$ cat src/rtl/flash_id_pkg.sv
package flash_id_pkg;
  typedef enum logic [1:0] {
    PH_IDLE = 2'd0,
    PH_OPC  = 2'd1,
    PH_RECV = 2'd2,
    PH_EVAL = 2'd3
  } probe_phase_e;
endpackage

$ cat src/rtl/flash_id_seq.sv
module flash_id_seq
  import flash_id_pkg::*;
#(
  parameter int NBYTES = 4,
  parameter int CNT_W  = 3
) (
  input  logic             clk,
  input  logic             rst_n,
  input  logic             start,
  input  logic             four_byte,
  input  logic             tx_ready,
  input  logic             rx_valid,
  input  logic             spi_err,
  output logic             launch,
  output logic             mode4,
  output logic             tx_valid,
  output logic             rx_ready,
  output logic             cap_en,
  output logic [CNT_W-1:0] idx,
  output logic [CNT_W-1:0] rlen,
  output logic             fin_ok,
  output logic             fin_err,
  output logic             busy
);
  localparam logic [CNT_W-1:0] LAST4 = CNT_W'(NBYTES - 1);
  localparam logic [CNT_W-1:0] LAST3 = CNT_W'(NBYTES - 2);

  probe_phase_e ph;
  logic [CNT_W-1:0] last_idx;

  assign last_idx = mode4 ? LAST4 : LAST3;
  assign rlen     = mode4 ? CNT_W'(NBYTES) : CNT_W'(NBYTES - 1);
  assign launch   = (ph == PH_IDLE) && start;
  assign tx_valid = (ph == PH_OPC);
  assign rx_ready = (ph == PH_RECV);
  assign cap_en   = rx_ready && rx_valid && !spi_err;
  assign fin_ok   = (ph == PH_EVAL);
  assign fin_err  = ((ph == PH_OPC) || (ph == PH_RECV)) && spi_err;
  assign busy     = (ph != PH_IDLE);

  always_ff @(posedge clk or negedge rst_n) begin
    if (!rst_n) begin
      ph    <= PH_IDLE;
      idx   <= '0;
      mode4 <= 1'b0;
    end else begin
      unique case (ph)
        PH_IDLE: if (start) begin
          mode4 <= four_byte;
          ph    <= PH_OPC;
        end
        PH_OPC: begin
          if (spi_err)       ph <= PH_IDLE;
          else if (tx_ready) begin
            ph  <= PH_RECV;
            idx <= '0;
          end
        end
        PH_RECV: begin
          if (spi_err) ph <= PH_IDLE;
          else if (rx_valid) begin
            idx <= idx + 1'b1;
            if (idx == last_idx) ph <= PH_EVAL;
          end
        end
        PH_EVAL: ph <= PH_IDLE;
        default: ph <= PH_IDLE;
      endcase
    end
  end
endmodule

$ cat src/rtl/flash_id_capture.sv
module flash_id_capture #(
  parameter int BYTE_W = 8,
  parameter int NBYTES = 4,
  parameter int CNT_W  = 3
) (
  input  logic                           clk,
  input  logic                           rst_n,
  input  logic                           cap_en,
  input  logic [CNT_W-1:0]               idx,
  input  logic [BYTE_W-1:0]              rx_data,
  output logic [NBYTES-1:0][BYTE_W-1:0]  resp
);
  for (genvar g = 0; g < NBYTES; g++) begin : g_slot
    always_ff @(posedge clk or negedge rst_n) begin
      if (!rst_n)                              resp[g] <= '0;
      else if (cap_en && idx == CNT_W'(g))     resp[g] <= rx_data;
    end
  end
endmodule

$ cat src/rtl/flash_id_decode.sv
module flash_id_decode #(
  parameter int                  BYTE_W      = 8,
  parameter int                  NBYTES      = 4,
  parameter logic [BYTE_W-1:0]   CONT_CODE   = 8'h7F,
  parameter logic [2*BYTE_W-1:0] GENERIC_DEV = 16'hFFFF
) (
  input  logic [NBYTES-1:0][BYTE_W-1:0] resp,
  input  logic                          mode4,
  input  logic [2*BYTE_W-1:0]           want_mfr,
  input  logic [2*BYTE_W-1:0]           want_dev,
  output logic [2*BYTE_W-1:0]           mfr,
  output logic [2*BYTE_W-1:0]           dev,
  output logic                          pw0,
  output logic                          pw1,
  output logic                          exact,
  output logic                          vendor
);
  logic cont, mfr_eq;

  always_comb begin
    cont = (resp[0] == CONT_CODE);
    if (cont) begin
      mfr = {resp[0], resp[1]};
      dev = mode4 ? {resp[2], resp[3]} : {{BYTE_W{1'b0}}, resp[2]};
    end else begin
      mfr = {{BYTE_W{1'b0}}, resp[0]};
      dev = {resp[1], resp[2]};
    end
    pw0    = ~(^resp[0]);
    pw1    = cont & ~(^resp[1]);
    mfr_eq = (mfr == want_mfr);
    exact  = mfr_eq && (dev == want_dev);
    vendor = mfr_eq && (want_dev == GENERIC_DEV) && !exact;
  end
endmodule

$ cat src/rtl/flash_id_probe.sv
module flash_id_probe #(
  parameter int                  BYTE_W      = 8,
  parameter logic [BYTE_W-1:0]   OPCODE      = 8'h9F,
  parameter logic [BYTE_W-1:0]   CONT_CODE   = 8'h7F,
  parameter logic [2*BYTE_W-1:0] GENERIC_DEV = 16'hFFFF
) (
  input  logic              clk,
  input  logic              rst_n,
  input  logic              start,
  input  logic              four_byte,
  input  logic [15:0]       exp_mfr,
  input  logic [15:0]       exp_dev,
  output logic              tx_valid,
  input  logic              tx_ready,
  output logic [7:0]        tx_data,
  output logic [2:0]        tx_rlen,
  input  logic              rx_valid,
  output logic              rx_ready,
  input  logic [7:0]        rx_data,
  input  logic              spi_err,
  output logic              busy,
  output logic              done,
  output logic              err,
  output logic              exact_hit,
  output logic              vendor_hit,
  output logic              par_warn0,
  output logic              par_warn1,
  output logic [15:0]       mfr_id,
  output logic [15:0]       dev_id
);
  localparam int ID_W   = 2 * BYTE_W;
  localparam int NBYTES = 4;
  localparam int CNT_W  = $clog2(NBYTES + 1);

  logic                         launch, mode4, cap_en, fin_ok, fin_err;
  logic [CNT_W-1:0]             idx, rlen;
  logic [NBYTES-1:0][BYTE_W-1:0] resp;
  logic [ID_W-1:0]              want_mfr, want_dev, d_mfr, d_dev;
  logic                         d_pw0, d_pw1, d_exact, d_vendor;

  flash_id_seq #(.NBYTES(NBYTES), .CNT_W(CNT_W)) u_seq (
    .clk(clk), .rst_n(rst_n), .start(start), .four_byte(four_byte),
    .tx_ready(tx_ready), .rx_valid(rx_valid), .spi_err(spi_err),
    .launch(launch), .mode4(mode4), .tx_valid(tx_valid), .rx_ready(rx_ready),
    .cap_en(cap_en), .idx(idx), .rlen(rlen), .fin_ok(fin_ok),
    .fin_err(fin_err), .busy(busy)
  );

  flash_id_capture #(.BYTE_W(BYTE_W), .NBYTES(NBYTES), .CNT_W(CNT_W)) u_cap (
    .clk(clk), .rst_n(rst_n), .cap_en(cap_en), .idx(idx),
    .rx_data(rx_data), .resp(resp)
  );

  flash_id_decode #(.BYTE_W(BYTE_W), .NBYTES(NBYTES), .CONT_CODE(CONT_CODE),
                    .GENERIC_DEV(GENERIC_DEV)) u_dec (
    .resp(resp), .mode4(mode4), .want_mfr(want_mfr), .want_dev(want_dev),
    .mfr(d_mfr), .dev(d_dev), .pw0(d_pw0), .pw1(d_pw1),
    .exact(d_exact), .vendor(d_vendor)
  );

  assign tx_data = OPCODE;
  assign tx_rlen = rlen;

  always_ff @(posedge clk or negedge rst_n) begin
    if (!rst_n) begin
      want_mfr <= '0;
      want_dev <= '0;
    end else if (launch) begin
      want_mfr <= exp_mfr;
      want_dev <= exp_dev;
    end
  end

  always_ff @(posedge clk or negedge rst_n) begin
    if (!rst_n) begin
      done       <= 1'b0;
      err        <= 1'b0;
      exact_hit  <= 1'b0;
      vendor_hit <= 1'b0;
      par_warn0  <= 1'b0;
      par_warn1  <= 1'b0;
      mfr_id     <= '0;
      dev_id     <= '0;
    end else begin
      done <= fin_ok | fin_err;
      if (fin_err) begin
        err        <= 1'b1;
        exact_hit  <= 1'b0;
        vendor_hit <= 1'b0;
        par_warn0  <= 1'b0;
        par_warn1  <= 1'b0;
        mfr_id     <= '0;
        dev_id     <= '0;
      end else if (fin_ok) begin
        err        <= 1'b0;
        exact_hit  <= d_exact;
        vendor_hit <= d_vendor;
        par_warn0  <= d_pw0;
        par_warn1  <= d_pw1;
        mfr_id     <= d_mfr;
        dev_id     <= d_dev;
      end
    end
  end
endmodule

$ cat config.mk
export PLATFORM = sky130hd
export DESIGN_NAME = flash_id_probe
export DESIGN_NICKNAME = d
export VERILOG_FILES = /design/src/rtl/flash_id_pkg.sv /design/src/rtl/flash_id_seq.sv /design/src/rtl/flash_id_capture.sv /design/src/rtl/flash_id_decode.sv /design/src/rtl/flash_id_probe.sv
export SDC_FILE = /design/constraint.sdc
export NUM_CORES = 1
export LEC_CHECK = 0
export CAP_MARGIN = 20
export CORE_UTILIZATION = 40
export CTS_BUF_LIST = sky130_fd_sc_hd__clkbuf_8
export CTS_CLUSTER_SIZE = 40
export DETAILED_ROUTE_END_ITERATION = 16
export PLACE_DENSITY_LB_ADDON = 0.15
export SKIP_CTS_REPAIR_TIMING = 1
export SLEW_MARGIN = 20
export SYNTH_ARGS = -nofsm -noshare
export SYNTH_HDL_FRONTEND = slang
export SYNTH_SLANG_ARGS = --single-unit
$ cat constraint.sdc
create_clock -name clk -period 3 [get_ports clk]
set_input_delay 0.6 -clock clk [delete_from_list [all_inputs] [get_ports clk]]
set_output_delay 0.6 -clock clk [all_outputs]
set_load 0.005 [all_outputs]
==> results.py <==
metrics = {
    "outcome": {
        "outcome": "complete, no violations",
    },
    "timing": {
        "hold_ws_ns": 0.233,
        "fmax_mhz": 379,
        "clock_skew_ns": 0.0101,
        "period_needed_ns": 2.64,
        "rsz0062_at_grt": "no",
        "post-route-period-util_pct": 87.8,
        "finalSetupViolations": 0,
        "tns_ns": 0,
        "final-hold-violation-count": 0,
        "tightest_slew_ns": 0.665,
        "slew_violations": 0,
        "relSlewSlack_pct": 55.7,
    },
    "die": {
        "start_util_pct": 41.0,
        "die_area_um2": 14100,
        "fp.coreArea_um2": 13200,
        "io_pins": 99,
        "row_count": 42,
        "die_y_um": 119,
        "die_x_um": 119,
    },
    "route": {
        "dr.pass1.iters": 6,
        "vias": 4049,
        "wl_per_cell_um": 18.7,
        "ant_nets": 0,
        "first_iter_violations": 265,
        "drc_errors": 0,
        "wirelength_mm": 14.2,
        "vias_per_cell": 5.34,
    },
    "placed_design": {
        "dpl.hpwl_mm": 10.7,
        "port_buffers": 90,
        "place_inst": 742,
        "gp_congestion": 0.847,
    },
    "setup_path": {
        "r2r-end": "exact_hit",
        "r2r_slack_ns": 0.36,
        "worstPathRequired_ns": 3.32,
        "r2r_cells": 9,
        "timing.rr.start": "u_cap.resp[7]",
        "path_max_fanout": 8,
        "crit_type": "reg -> reg",
        "end_kind": "flip-flop",
        "start_kind": "flip-flop",
        "worstPathArrival_ns": 2.95,
        "crit_end": "exact_hit",
        "worstSetupStartpoint": "u_cap.resp[7]",
    },
    "synthesis": {
        "synth_ff_type": "dfrtp_1",
        "async_reset_ff_share_pct": 100,
        "synth-edff-count": 0,
        "syn_inst": 489,
        "ys_ff_latch": 108,
        "syn_area_um2": 5430,
        "ys_types": 56,
        "synth.avg_cell_area_um2": 11.1,
        "synth-warning-count": 0,
        "yosysSeqAreaShare_pct": 49.7,
    },
    "cells_and_area": {
        "nets": 638,
        "final_core_util_pct": 50.8,
        "drive_above_1_share_pct": 16.8,
        "instances_no_fill": 758,
        "n_antenna_cell": 0,
        "nFillCells": 1218,
        "syn2layout_area_growth_pct": 23.7,
    },
    "clock_tree": {
        "htree_levels": 3,
        "cts_made_buffers": 9,
        "cts_tree": "built",
        "clkLatencyLatePin_ns": 0.39,
        "clock-sinks": 108,
        "cts-root-buf": "clkbuf_8",
        "path_clk_slew_ns": 0.09,
        "clockBufferDepth": 2,
    },
    "power_and_ir_drop": {
        "p_seq_share_pct": 44.1,
        "power.internal_mw": 3.48,
        "pwr-share-comb_pct": 39.6,
        "ir_drop_v": 0.000521,
        "p_leak_nw": 2.88,
        "sw_frac_of_total_pct": 37.9,
        "p_switching_mw": 2.12,
        "pwr-share-clk_pct": 16.3,
        "p_per_area_nw_per_um2": 833,
    },
    "global_routing": {
        "grt-ovfl-total": 0,
        "grt_pass1_vias": 3926,
        "grt_pass1_wl_mm": 22.5,
        "track_usage_pct": 21.3,
        "grt_antenna_before_repair": 0,
        "grt_start_max_net_pins": 51,
    },
    "hold_path": {
        "hp-class": "in -> async",
    },
    "run": {
        "cap_violations": 0,
    },
}
cells in the final DEF (no fill, tap or decap), drive strengths merged, types with 3 or more instances in the layout:
cell type / count
inv: 25
nand4: 10
a21oi: 18
nor4bb: 4
a31oi: 9
nand3: 5
clkdlybuf4s50: 89
nand2b: 3
o21ai: 38
nor3: 4
ha: 14
mux2i: 13
clkbuf: 11
nor2: 19
and3: 3
conb: 8
xor2: 3
xnor2: 31
dfrtp: 108
a22o: 11
mux2: 65
nand2: 39
buf: 14
routing by layer:
metal	wire length, um	track usage (%)	part of all wire, %	up-vias
met5	0	0	0	-
met2	6380	31.5	45	111
met1	6920	31.0	49	2018
met4	218	5.78	1.5	0
met3	662	5.12	4.7	12
li1	-	-	-	1908
power groups by stage:
stage	logic [mW]	registers (mW)	clock network, mW
detailed placement	2.23	2.49	0
floorplan	1.58	2.24	0
CTS	2.24	2.46	0.942
finish	2.22	2.47	0.909
global placement	2.20	2.49	0
global route	2.45	2.53	0.991
area by class of cell:
type | count | area, um^2 | share of cell area [%]
repair buffers | 103 | 1010 | 15.0
clock buffers | 11 | 151 | 2.25
clock inverters | 5 | 51.3 | 0.763
flip-flops and latches | 108 | 2700 | 40.2
multi-input cells | 331 | 2500 | 37.2
inverters | 24 | 90.1 | 1.34
well taps | 176 | 220 | 3.28
synthesized netlist by cell type (2+ instances only):
master     number  area share, %
mux2_2         64             13
a2111oi_0       2           0.32
and3_1          3           0.35
a221oi_1        2           0.32
mux2i_1        12            2.2
buf_1           3           0.21
nor4bb_1        4           0.74
buf_4          10            1.4
nor2b_1         2           0.23
o21ai_0        36            3.3
buf_2           3           0.28
or4_1           2           0.28
conb_1          2           0.14
o32ai_1         2           0.32
ha_1           14            3.2
nand2b_1        3           0.35
nand4_1        10            1.2
xnor2_1        31            5.0
nor3_1          4           0.37
inv_1          23            1.6
a31oi_1         9            1.0
xor2_1          3           0.48
dfrtp_1       108             50
a22o_1         11            1.8
nor2_1         19            1.3
clkbuf_1       15            1.0
a21oi_1        18            1.7
o221ai_1        2           0.32
o2111ai_1       2           0.32
o21ai_1         2           0.18
nand3_1         5           0.46
a2bb2oi_1       2           0.32
nand2_1        38            2.6
per-stage QoR:
step | cell area (um^2) | setup WS [ns] | total power, mW
2_1_floorplan | 5460 | 0.643 | 3.82
3_3_place_gp | 6520 | 0.411 | 4.69
3_5_place_dp | 6520 | 0.371 | 4.72
4_1_cts | 6720 | 0.365 | 5.64
5_1_grt | 6720 | 0.158 | 5.96
6_report | 6720 | 0.365 | 5.60
cell families (layout without fill, tap and decap cells):
kind of cell / count (synthesis) / after routing / share of synthesized area (%)
adder cells (fa/ha/maj): 14 / 14 / 3.22
buffers and inverters: 56 / 143 / 4.77
other: 2 / 8 / 0.138
flip-flops: 108 / 108 / 49.7
AO/OA/AOI/OAI: 100 / 100 / 11.9
multiplexers: 78 / 78 / 15.9
AND/OR/NAND/NOR: 97 / 97 / 8.84
XOR/XNOR: 34 / 34 / 5.48
registers in the layout, summed over array words and instances (netlist names):
register	flops
dev_id	16
done	1
err	1
exact_hit	1
mfr_id	16
par_warn0	1
par_warn1	1
u_cap.resp	32
u_seq.idx	3
u_seq.mode4	1
u_seq.ph	2
vendor_hit	1
want_dev	16
want_mfr	16
worst min-delay path by stage:
stage / startpoint / endpoint / slack [ns] / cells after the start
global placement: mfr_id[2] / mfr_id[2] / 0.46 / 2
detailed placement: par_warn0 / par_warn0 / 0.47 / 2
finish: rst_n / dev_id[4] / 0.23 / 1
floorplan: rst_n / dev_id[0] / 0.30 / 0
global route: rst_n / dev_id[4] / 0.26 / 1
CTS: rst_n / dev_id[4] / 0.25 / 1
critical path, stage by stage, from the launching register on:
cell and delay, ns:
dfrtp_1 0.49, inv_1 0.10, ha_1 0.16, and4_4 0.31, mux2i_1 0.45, xnor2_1 0.12
nor2_1 0.09, nand3_1 0.16, or4_1 0.56, o21ai_1 0.13
Note: power is estimated with default switching activity, not from simulation.
